[config.mk]
export PLATFORM = sky130hd
export DESIGN_NAME = mux_bus_decoder
export DESIGN_NICKNAME = d
export VERILOG_FILES = /design/src/rtl/mux_bus_pkg.sv /design/src/rtl/mux_bus_ctrl.sv /design/src/rtl/mux_bus_dp.sv /design/src/rtl/mux_bus_decoder.sv
export SDC_FILE = /design/constraint.sdc
export NUM_CORES = 1
export LEC_CHECK = 0
export ABC_AREA = 1
export BUFFER_PORTS_ARGS = -buffer_cell sky130_fd_sc_hd__buf_2
export CORE_MARGIN = 2
export CORE_UTILIZATION = 41
export CTS_BUF_LIST = sky130_fd_sc_hd__clkbuf_2 sky130_fd_sc_hd__clkbuf_4 sky130_fd_sc_hd__clkbuf_8
export CTS_CLUSTER_SIZE = 30
export DETAILED_ROUTE_END_ITERATION = 6
export PLACE_DENSITY = 0.89
export SYNTH_ARGS = -nofsm -noshare
export SYNTH_HDL_FRONTEND = slang
export SYNTH_SLANG_ARGS = --single-unit
[constraint.sdc]
create_clock -name clk -period 1.5 [get_ports clk]
set_clock_uncertainty 0.1 [all_clocks]
set_input_delay 0 -clock clk [delete_from_list [all_inputs] [get_ports clk]]
set_output_delay 0 -clock clk [all_outputs]
set_load 0.01 [all_outputs]
[src/rtl/mux_bus_pkg.sv]
package mux_bus_pkg;

  // Qualified cycle kinds, one per decoded transfer type
  typedef struct packed {
    logic memRd;
    logic memWr;
    logic ioRd;
    logic ioWr;
    logic busErr;
  } cycle_t;

  // Strobes from control to datapath
  typedef struct packed {
    logic memSpace;   // memory space, no error
    logic ioSpace;    // port space, no error
    logic driveRead;  // turn the lane toward the processor
  } dp_ctrl_t;

endpackage

[src/rtl/mux_bus_ctrl.sv]
module mux_bus_ctrl
  import mux_bus_pkg::*;
(
  input  logic     clk,
  input  logic     rstN,
  input  logic     ale,
  input  logic     ioSel,
  input  logic     rdN,
  input  logic     wrN,
  output cycle_t   cyc,
  output dp_ctrl_t dpCtl
);

  logic rdAct, wrAct, clash;

  assign rdAct = ~rdN;
  assign wrAct = ~wrN;
  assign clash = rdAct & wrAct;

  always_comb begin
    cyc        = '0;
    cyc.busErr = clash;
    if (!clash) begin
      cyc.memRd = ~ioSel & rdAct;
      cyc.memWr = ~ioSel & wrAct;
      cyc.ioRd  =  ioSel & rdAct;
      cyc.ioWr  =  ioSel & wrAct;
    end
  end

  always_comb begin
    dpCtl.memSpace  = ~ioSel & ~clash;
    dpCtl.ioSpace   =  ioSel & ~clash;
    dpCtl.driveRead = rdAct & ~wrAct & ~ale;
  end

  // the four cycle kinds never overlap
  p_one_cycle_r3: assert property (@(posedge clk) disable iff (!rstN)
    $onehot0({cyc.memRd, cyc.memWr, cyc.ioRd, cyc.ioWr}));

  // an error cycle raises no transfer strobe and opens no space
  p_err_quiet_r4: assert property (@(posedge clk) disable iff (!rstN)
    cyc.busErr |-> !(cyc.memRd | cyc.memWr | cyc.ioRd | cyc.ioWr |
                     dpCtl.memSpace | dpCtl.ioSpace));

  // the lane is only turned around during a read strobe
  p_drive_read_r5: assert property (@(posedge clk) disable iff (!rstN)
    dpCtl.driveRead |-> (cyc.memRd | cyc.ioRd));

endmodule

[src/rtl/mux_bus_dp.sv]
module mux_bus_dp
  import mux_bus_pkg::*;
#(
  parameter int unsigned          DATA_W    = 8,
  parameter int unsigned          HI_W      = 8,
  parameter int unsigned          N_PORTS   = 4,
  parameter logic [DATA_W+HI_W-1:0] MEM_BASE = 16'h8000,
  parameter int unsigned          MEM_SIZE  = 256,
  parameter logic [N_PORTS*DATA_W-1:0] PORT_NUMS = 32'h40_21_02_01
)(
  input  logic                    clk,
  input  logic                    rstN,
  input  logic                    ale,
  input  logic [DATA_W-1:0]       adIn,
  input  logic [HI_W-1:0]         addrHi,
  input  logic [DATA_W-1:0]       devData,
  input  dp_ctrl_t                dpCtl,
  output logic [DATA_W+HI_W-1:0]  addr,
  output logic                    adOe,
  output logic [DATA_W-1:0]       adOut,
  output logic                    memCs,
  output logic [N_PORTS-1:0]      portSel
);

  localparam int unsigned ADDR_W = DATA_W + HI_W;
  localparam int unsigned CMP_W  = ADDR_W + 1;
  localparam logic [CMP_W-1:0] WIN_LO = CMP_W'(MEM_BASE);
  localparam logic [CMP_W-1:0] WIN_HI = CMP_W'(MEM_BASE) + CMP_W'(MEM_SIZE);

  logic [DATA_W-1:0] lowHold;
  logic [DATA_W-1:0] addrLo;
  logic [CMP_W-1:0]  addrWide;
  logic              inWindow;

  // Held low byte: sampled while the capture strobe is high
  always_ff @(posedge clk) begin
    if (!rstN)    lowHold <= '0;
    else if (ale) lowHold <= adIn;
  end

  assign addrLo   = ale ? adIn : lowHold;
  assign addr     = {addrHi, addrLo};
  assign addrWide = {1'b0, addr};
  assign inWindow = (addrWide >= WIN_LO) && (addrWide < WIN_HI);
  assign memCs    = dpCtl.memSpace & inWindow;

  assign adOe  = dpCtl.driveRead;
  assign adOut = dpCtl.driveRead ? devData : '0;

  for (genvar i = 0; i < N_PORTS; i++) begin : g_port
    assign portSel[i] = dpCtl.ioSpace &&
                        (addrLo == PORT_NUMS[i*DATA_W +: DATA_W]);
  end

  // with the strobe low across two edges the low byte holds
  p_hold_r2: assert property (@(posedge clk) disable iff (!rstN)
    ($past(!ale) && !ale) |-> $stable(addrLo));

  // a closed lane carries nothing
  p_idle_lane_r5: assert property (@(posedge clk) disable iff (!rstN)
    !adOe |-> (adOut == '0));

  // chip-select never fires outside memory space
  p_memcs_space_r6: assert property (@(posedge clk) disable iff (!rstN)
    memCs |-> !dpCtl.ioSpace);

  // distinct port numbers give at most one select
  p_port_onehot_r7: assert property (@(posedge clk) disable iff (!rstN)
    $onehot0(portSel) && !(memCs && (portSel != '0)));

endmodule

[src/rtl/mux_bus_decoder.sv]
module mux_bus_decoder
  import mux_bus_pkg::*;
#(
  parameter int unsigned DATA_W   = 8,
  parameter int unsigned HI_W     = 8,
  parameter int unsigned N_PORTS  = 4,
  parameter logic [DATA_W+HI_W-1:0] MEM_BASE = 16'h8000,
  parameter int unsigned MEM_SIZE = 256,
  parameter logic [N_PORTS*DATA_W-1:0] PORT_NUMS = 32'h40_21_02_01
)(
  input  logic                    clk,
  input  logic                    rstN,
  input  logic [DATA_W-1:0]       adIn,
  input  logic [HI_W-1:0]         addrHi,
  input  logic                    ale,
  input  logic                    ioSel,
  input  logic                    rdN,
  input  logic                    wrN,
  input  logic [DATA_W-1:0]       devData,
  output logic [DATA_W+HI_W-1:0]  addr,
  output logic                    memRd,
  output logic                    memWr,
  output logic                    ioRd,
  output logic                    ioWr,
  output logic                    busErr,
  output logic                    adOe,
  output logic [DATA_W-1:0]       adOut,
  output logic                    memCs,
  output logic [N_PORTS-1:0]      portSel
);

  cycle_t   cyc;
  dp_ctrl_t dpCtl;

  mux_bus_ctrl u_ctrl (
    .clk   (clk),
    .rstN  (rstN),
    .ale   (ale),
    .ioSel (ioSel),
    .rdN   (rdN),
    .wrN   (wrN),
    .cyc   (cyc),
    .dpCtl (dpCtl)
  );

  mux_bus_dp #(
    .DATA_W    (DATA_W),
    .HI_W      (HI_W),
    .N_PORTS   (N_PORTS),
    .MEM_BASE  (MEM_BASE),
    .MEM_SIZE  (MEM_SIZE),
    .PORT_NUMS (PORT_NUMS)
  ) u_dp (
    .clk     (clk),
    .rstN    (rstN),
    .ale     (ale),
    .adIn    (adIn),
    .addrHi  (addrHi),
    .devData (devData),
    .dpCtl   (dpCtl),
    .addr    (addr),
    .adOe    (adOe),
    .adOut   (adOut),
    .memCs   (memCs),
    .portSel (portSel)
  );

  assign memRd  = cyc.memRd;
  assign memWr  = cyc.memWr;
  assign ioRd   = cyc.ioRd;
  assign ioWr   = cyc.ioWr;
  assign busErr = cyc.busErr;

  // an error cycle selects no device at all
  p_err_nosel_r4: assert property (@(posedge clk) disable iff (!rstN)
    busErr |-> (!memCs && (portSel == '0) && !adOe));

endmodule

## Word-level counts from Yosys, hierarchy flattened

Cells that the tools add are included.

| storage, ports and cells | value |
|---|---|
| register bits after elaboration | 8 |
| output and inout bits | 35 |
| memory bits (read-only) | 0 |
| memories | 0 |
| RAM bits | 0 |
| logic and storage cells | 30 |
| bits in latches | 0 |

| cells by class | value |
|---|---|
| multipliers | 0 |
| div/mod/pow operators | 0 |
| $add $sub $neg | 0 |
| equal/unequal tests | 4 |
| shift-type cells | 0 |
| reductions and logical operators | 5 |
| mux-type cells | 3 |
| magnitude comparators | 2 |
| bitwise operators | 15 |

Operators by type and width:

| cell | count |
|---|---|
| 16-bit >= comparator, second input constant | 1 |
| 16-bit < comparator, second input constant | 1 |
| 8-bit two-way mux | 2 |
| 1-bit bitwise AND | 10 |
| 8-bit by 1-bit equality test with 1-bit output, second input constant | 1 |
| 8-bit by 2-bit equality test with 1-bit output, second input constant | 1 |
| 8-bit by 6-bit equality test with 1-bit output, second input constant | 1 |
| 8-bit by 7-bit equality test with 1-bit output, second input constant | 1 |
| 1-bit logical AND | 5 |
| 1-bit inverter | 5 |
| 4-bit two-way mux | 1 |

## Depth between registers and ports, before layout

| logic depth | value |
|---|---|
| depth in word-level cells | 5 |
| gate-level depth with buffers | 6 |
| depth with buffers taken out | 6 |

## Modules after synthesis

From an unflattened synthesis, not the netlist that was laid out.

| second synthesis, totals | value |
|---|---|
| cell total of the unflattened synthesis | 119 |
| area, all modules | 684.4 sq um |

By module, submodules not included:

| module | instances | cells an instance | area each (sq um) | sequential area each (sq um) |
|---|---|---|---|---|
| mux_bus_dp | 1 | 105 | 623.1 | 160.2 |
| mux_bus_ctrl | 1 | 14 | 61.3 | 0.0 |

## Worst setup path before layout

Ideal clock, no wire load.

| path | value |
|---|---|
| path type | flip-flop to output port |
| start point | register u_dp.lowHold[3] |
| end point | output portSel[0] |
| path buffers | 0 |
| arrival time | 0.810 ns |
| stages on the path, launching flop included | 6 |
| setup slack | 0.590 ns |
| cells stage by stage | dfxtp_1 nand2_4 nand2_4 nor2_8 nand3_2 nor2_1 |

| on the way | value |
|---|---|
| word-level cells in the longest chain between the ends | 3 |

Ends and longest elaborated chain:

| element | RTL line | RTL |
|---|---|---|
| start, declared | mux_bus_dp.sv:30 | `logic [DATA_W-1:0] lowHold;` |
| start signal, assigned | mux_bus_dp.sv:38 | `else if (ale) lowHold <= adIn;` |
| 8-bit two-way mux | n/a |  |
| net addr[3] | mux_bus_decoder.sv:20 | `output logic [DATA_W+HI_W-1:0] addr,` |
| 8-bit by 1-bit equality test with 1-bit output | mux_bus_dp.sv:52 | `(addrLo == PORT_NUMS[i*DATA_W +: DATA_W]);` |
| 1-bit logical AND | mux_bus_dp.sv:51 | `assign portSel[i] = dpCtl.ioSpace &&` |
| end, declared | mux_bus_decoder.sv:29 | `output logic [N_PORTS-1:0] portSel` |

The timed path passes the listed nets, and every way through them passes these cells.

## Final worst setup path

| path | value |
|---|---|
| start point | input rstN |
| end point | register u_dp.lowHold[3] |

RTL lines:

| element | RTL line | RTL |
|---|---|---|
| start, declared | mux_bus_decoder.sv:12 | `input logic rstN,` |

No word-level cell between the ends.

==> impl_metrics.toml <==
[yosys]
yosys.area_share.simple_pct = 54.09
ys_warn_count = 0
syn_inst = 111
synth_top_family_by_area = "simple AND/OR/NAND/NOR gates"
post_synth_xor_area_fraction_pct = 0
syn_avg_cell_area_um2 = 6.481
ys_ff_latch = 8
ys_seq_area_share_pct = 22.26
muxShareOfSynthArea_pct = 0
yosys.area_share.adder_pct = 0
syn-cell-area_um2 = 719.4
synth_nets = 141
synth_compound_area_share_pct = 2.783
ys_types = 16

[floorplan]
io_pins = 65
die_w_um = 45.89
start_util_pct = 42.59
coreArea_um2 = 1689
num_rows = 15
die_y_um = 45.89
dieArea_um2 = 2106

[critical_path]
worst-path-max-fanout = 8
rr_startpoint = "u_dp.lowHold[3]"
reg2regPathDepth = 3
cp.depth = 5
cpPeakStageDelay_ns = 0.57
cp-startpoint = "rstN"
critPathMostFrequentCell = "dlygate4sd3_1"
slowest_stage = "dlygate4sd3_1"
crit_type = "input port to register"
r2r_slack_ns = 0.24
endpoint = "u_dp.lowHold[3]"
end_kind = "register"
crit_family = "buffers and inverters"
cp.required_ns = 1.55
r2r_end = "u_dp.lowHold[3]"
crit_path_cell_trace = "dlygate4sd3_1 -> buf_2 -> inv_1 -> a21oi_1 -> dlygate4sd3_1"
crit_path_start_kind = "input port"
crit_buf_inv = 4
cp.arrival_ns = 1.49

[global_route]
grt_max_degree = 12
grt_pass1_wl_mm = 2.663
antenna_found_initial = 0
grt.overflow.total = 0
grt_pass1_vias = 759
gr-usage-all-layers_pct = 17.32

[clock_network]
max-clock-path-buffers = 2
cts_sinks = 8
path_clk_slew_ns = 0.05
cts_setup_buffers = 0
numCtsBuffers = 3
cts_tree = "yes"
clk_latency_ns = 0.26
clock-root-buffer = "clkbuf_4"
htreeDepth = 1

[timing]
tns_ns = 0
setup_viol = 0
slew_viol_final = 0
tightest_slew_ns = 0.2530
fin_crit_ns = 1.437
fmax_ghz = 0.6957
maxSlewHeadroom_pct = 83.12
finalCritPeriodShare_pct = 95.82
hold_viol = 0
grt_setup_unrepaired = "no"

[placement]
gp_congestion = 0.8010
port_buffers = 64
dp_hpwl_mm = 1.536

[power]
power_frac_clock_pct = 26.7
seqPwrFrac_pct = 35.5
swShare_pct = 34.37
powerDensity_nw_per_um2 = 594.7
switchingPower_uw = 223.3
p_leak_nw = 0.7024
peakVddDrop_v = 0.0004129
p_int_uw = 426.3
power.share.combinational_pct = 37.8

[cells_and_area]
layout_common_cells = "64 x buf_2, 25 x nor2_1, 18 x inv_1"
final_common_cell = "buf_2"
largest-register = "u_dp.lowHold"
largest_reg_flops = 8
final_util_pct = 64.67
final_nets = 209
insertedDiodeCount = 0
reg_top3 = "u_dp.lowHold: 8 flops"
layout-drive-gt1-share_pct = 51.98
syn_to_final_growth_pct = 51.83

[drt]
via_per_inst = 4.588
wirelength_mm = 1.876
drtAntennaViolNets = 0
drtIter0Drc = 5
via_count = 890
wire_per_inst_um = 9.670
dr.pass1.iters = 4
drc_errors = 0

[status]
status = "finished, final reports clean"

[worst_hold_path]
hp-class = "input port to register"

[job]
drv_cap = 0
## synthesized netlist by cell type
master / number / area share (%)
dfxtp_1: 8 / 22
nor3_1: 1 / 0.69
nand3_1: 4 / 2.8
nand2_4: 6 / 9.4
nand2_1: 16 / 8.3
buf_4: 8 / 8.3
nor2_8: 2 / 5.6
nand3_2: 2 / 2.8
inv_1: 18 / 9.4
nor2_1: 25 / 13
inv_2: 3 / 1.6
nor2_2: 1 / 0.87
nand2_2: 11 / 9.6
nand3b_1: 1 / 1.0
buf_6: 1 / 1.6
a21oi_1: 4 / 2.8
## cell type report
class | count | area [um2]
multi-input cells | 73 | 409.1
inverters | 21 | 78.83
fillers | 160 | 596.8
clock buffers | 3 | 22.52
repair buffers | 72 | 400.4
well taps | 17 | 21.27
flip-flops and latches | 8 | 160.2
## worst register-to-register path: cells and delay by family (launching register included)
| family | cells | cell delay, ns |
|---|---|---|
| AO/OA/AOI/OAI | 1 | 0.12 |
| buffers and inverters | 1 | 0.56 |
| flip-flops | 1 | 0.35 |
| AND/OR/NAND/NOR | 1 | 0.07 |
## cell families (layout without fill, tap and decap cells)
family | after synthesis | after routing
and+or+nand+nor | 69 | 69
buffers and inverters | 30 | 96
DFF | 8 | 8
AOI/OAI and AO/OA | 4 | 4
## worst min-delay path by stage
stage	from	end	slack, ns	cells past startpoint
2_1_floorplan	ioSel	memRd	-0.05	1
3_3_place_gp	addrHi[6]	addr[14]	0.1	2
3_5_place_dp	addrHi[6]	addr[14]	0.1	2
4_1_cts	adIn[1]	u_dp.lowHold[1]	0.03	5
5_1_grt	adIn[1]	u_dp.lowHold[1]	0.04	5
6_report	adIn[1]	u_dp.lowHold[1]	0.02	5
## power by group through the flow
| stage | sequential [mW] | clock, mW | combinational [mW] |
|---|---|---|---|
| floorplan | 0.234 | 0 | 0.153 |
| global placement | 0.235 | 0 | 0.228 |
| detailed placement | 0.235 | 0 | 0.231 |
| CTS | 0.231 | 0.174 | 0.248 |
| global route | 0.232 | 0.183 | 0.270 |
| finish | 0.231 | 0.173 | 0.246 |
## timing repair
item | in CTS | in global routing
resized for setup | 0 | 0
endpoints found under the hold margin | 8 | 0
setup endpoints to repair | 0 | 0
hold buffers | 8 | 0
## per-stage QoR
step	instances	instance area, um2	power (mW)	hold slack [ns]	setup slack [ns]
after global placement	183	989.7	0.4627	0.09697	0.4223
after detailed placement	183	989.7	0.4667	0.09548	0.3786
after CTS	194	1092	0.6530	0.02516	0.09925
final	194	1092	0.6496	0.01721	0.06263
after floorplan	111	719.4	0.3873	-0.05247	0.5901
after global routing	194	1092	0.6851	0.03879	0.03005
## routing by layer
layer / global-route usage [%] / part of all wire (%) / vias up
li1: - / - / 454
met1: 16.00 / 38 / 379
met2: 35.00 / 49 / 52
met3: 2.381 / 11 / 5
met4: 9.143 / 1.9 / 0
met5: 0 / 0 / -
Note: power is estimated with default switching activity, not from simulation.
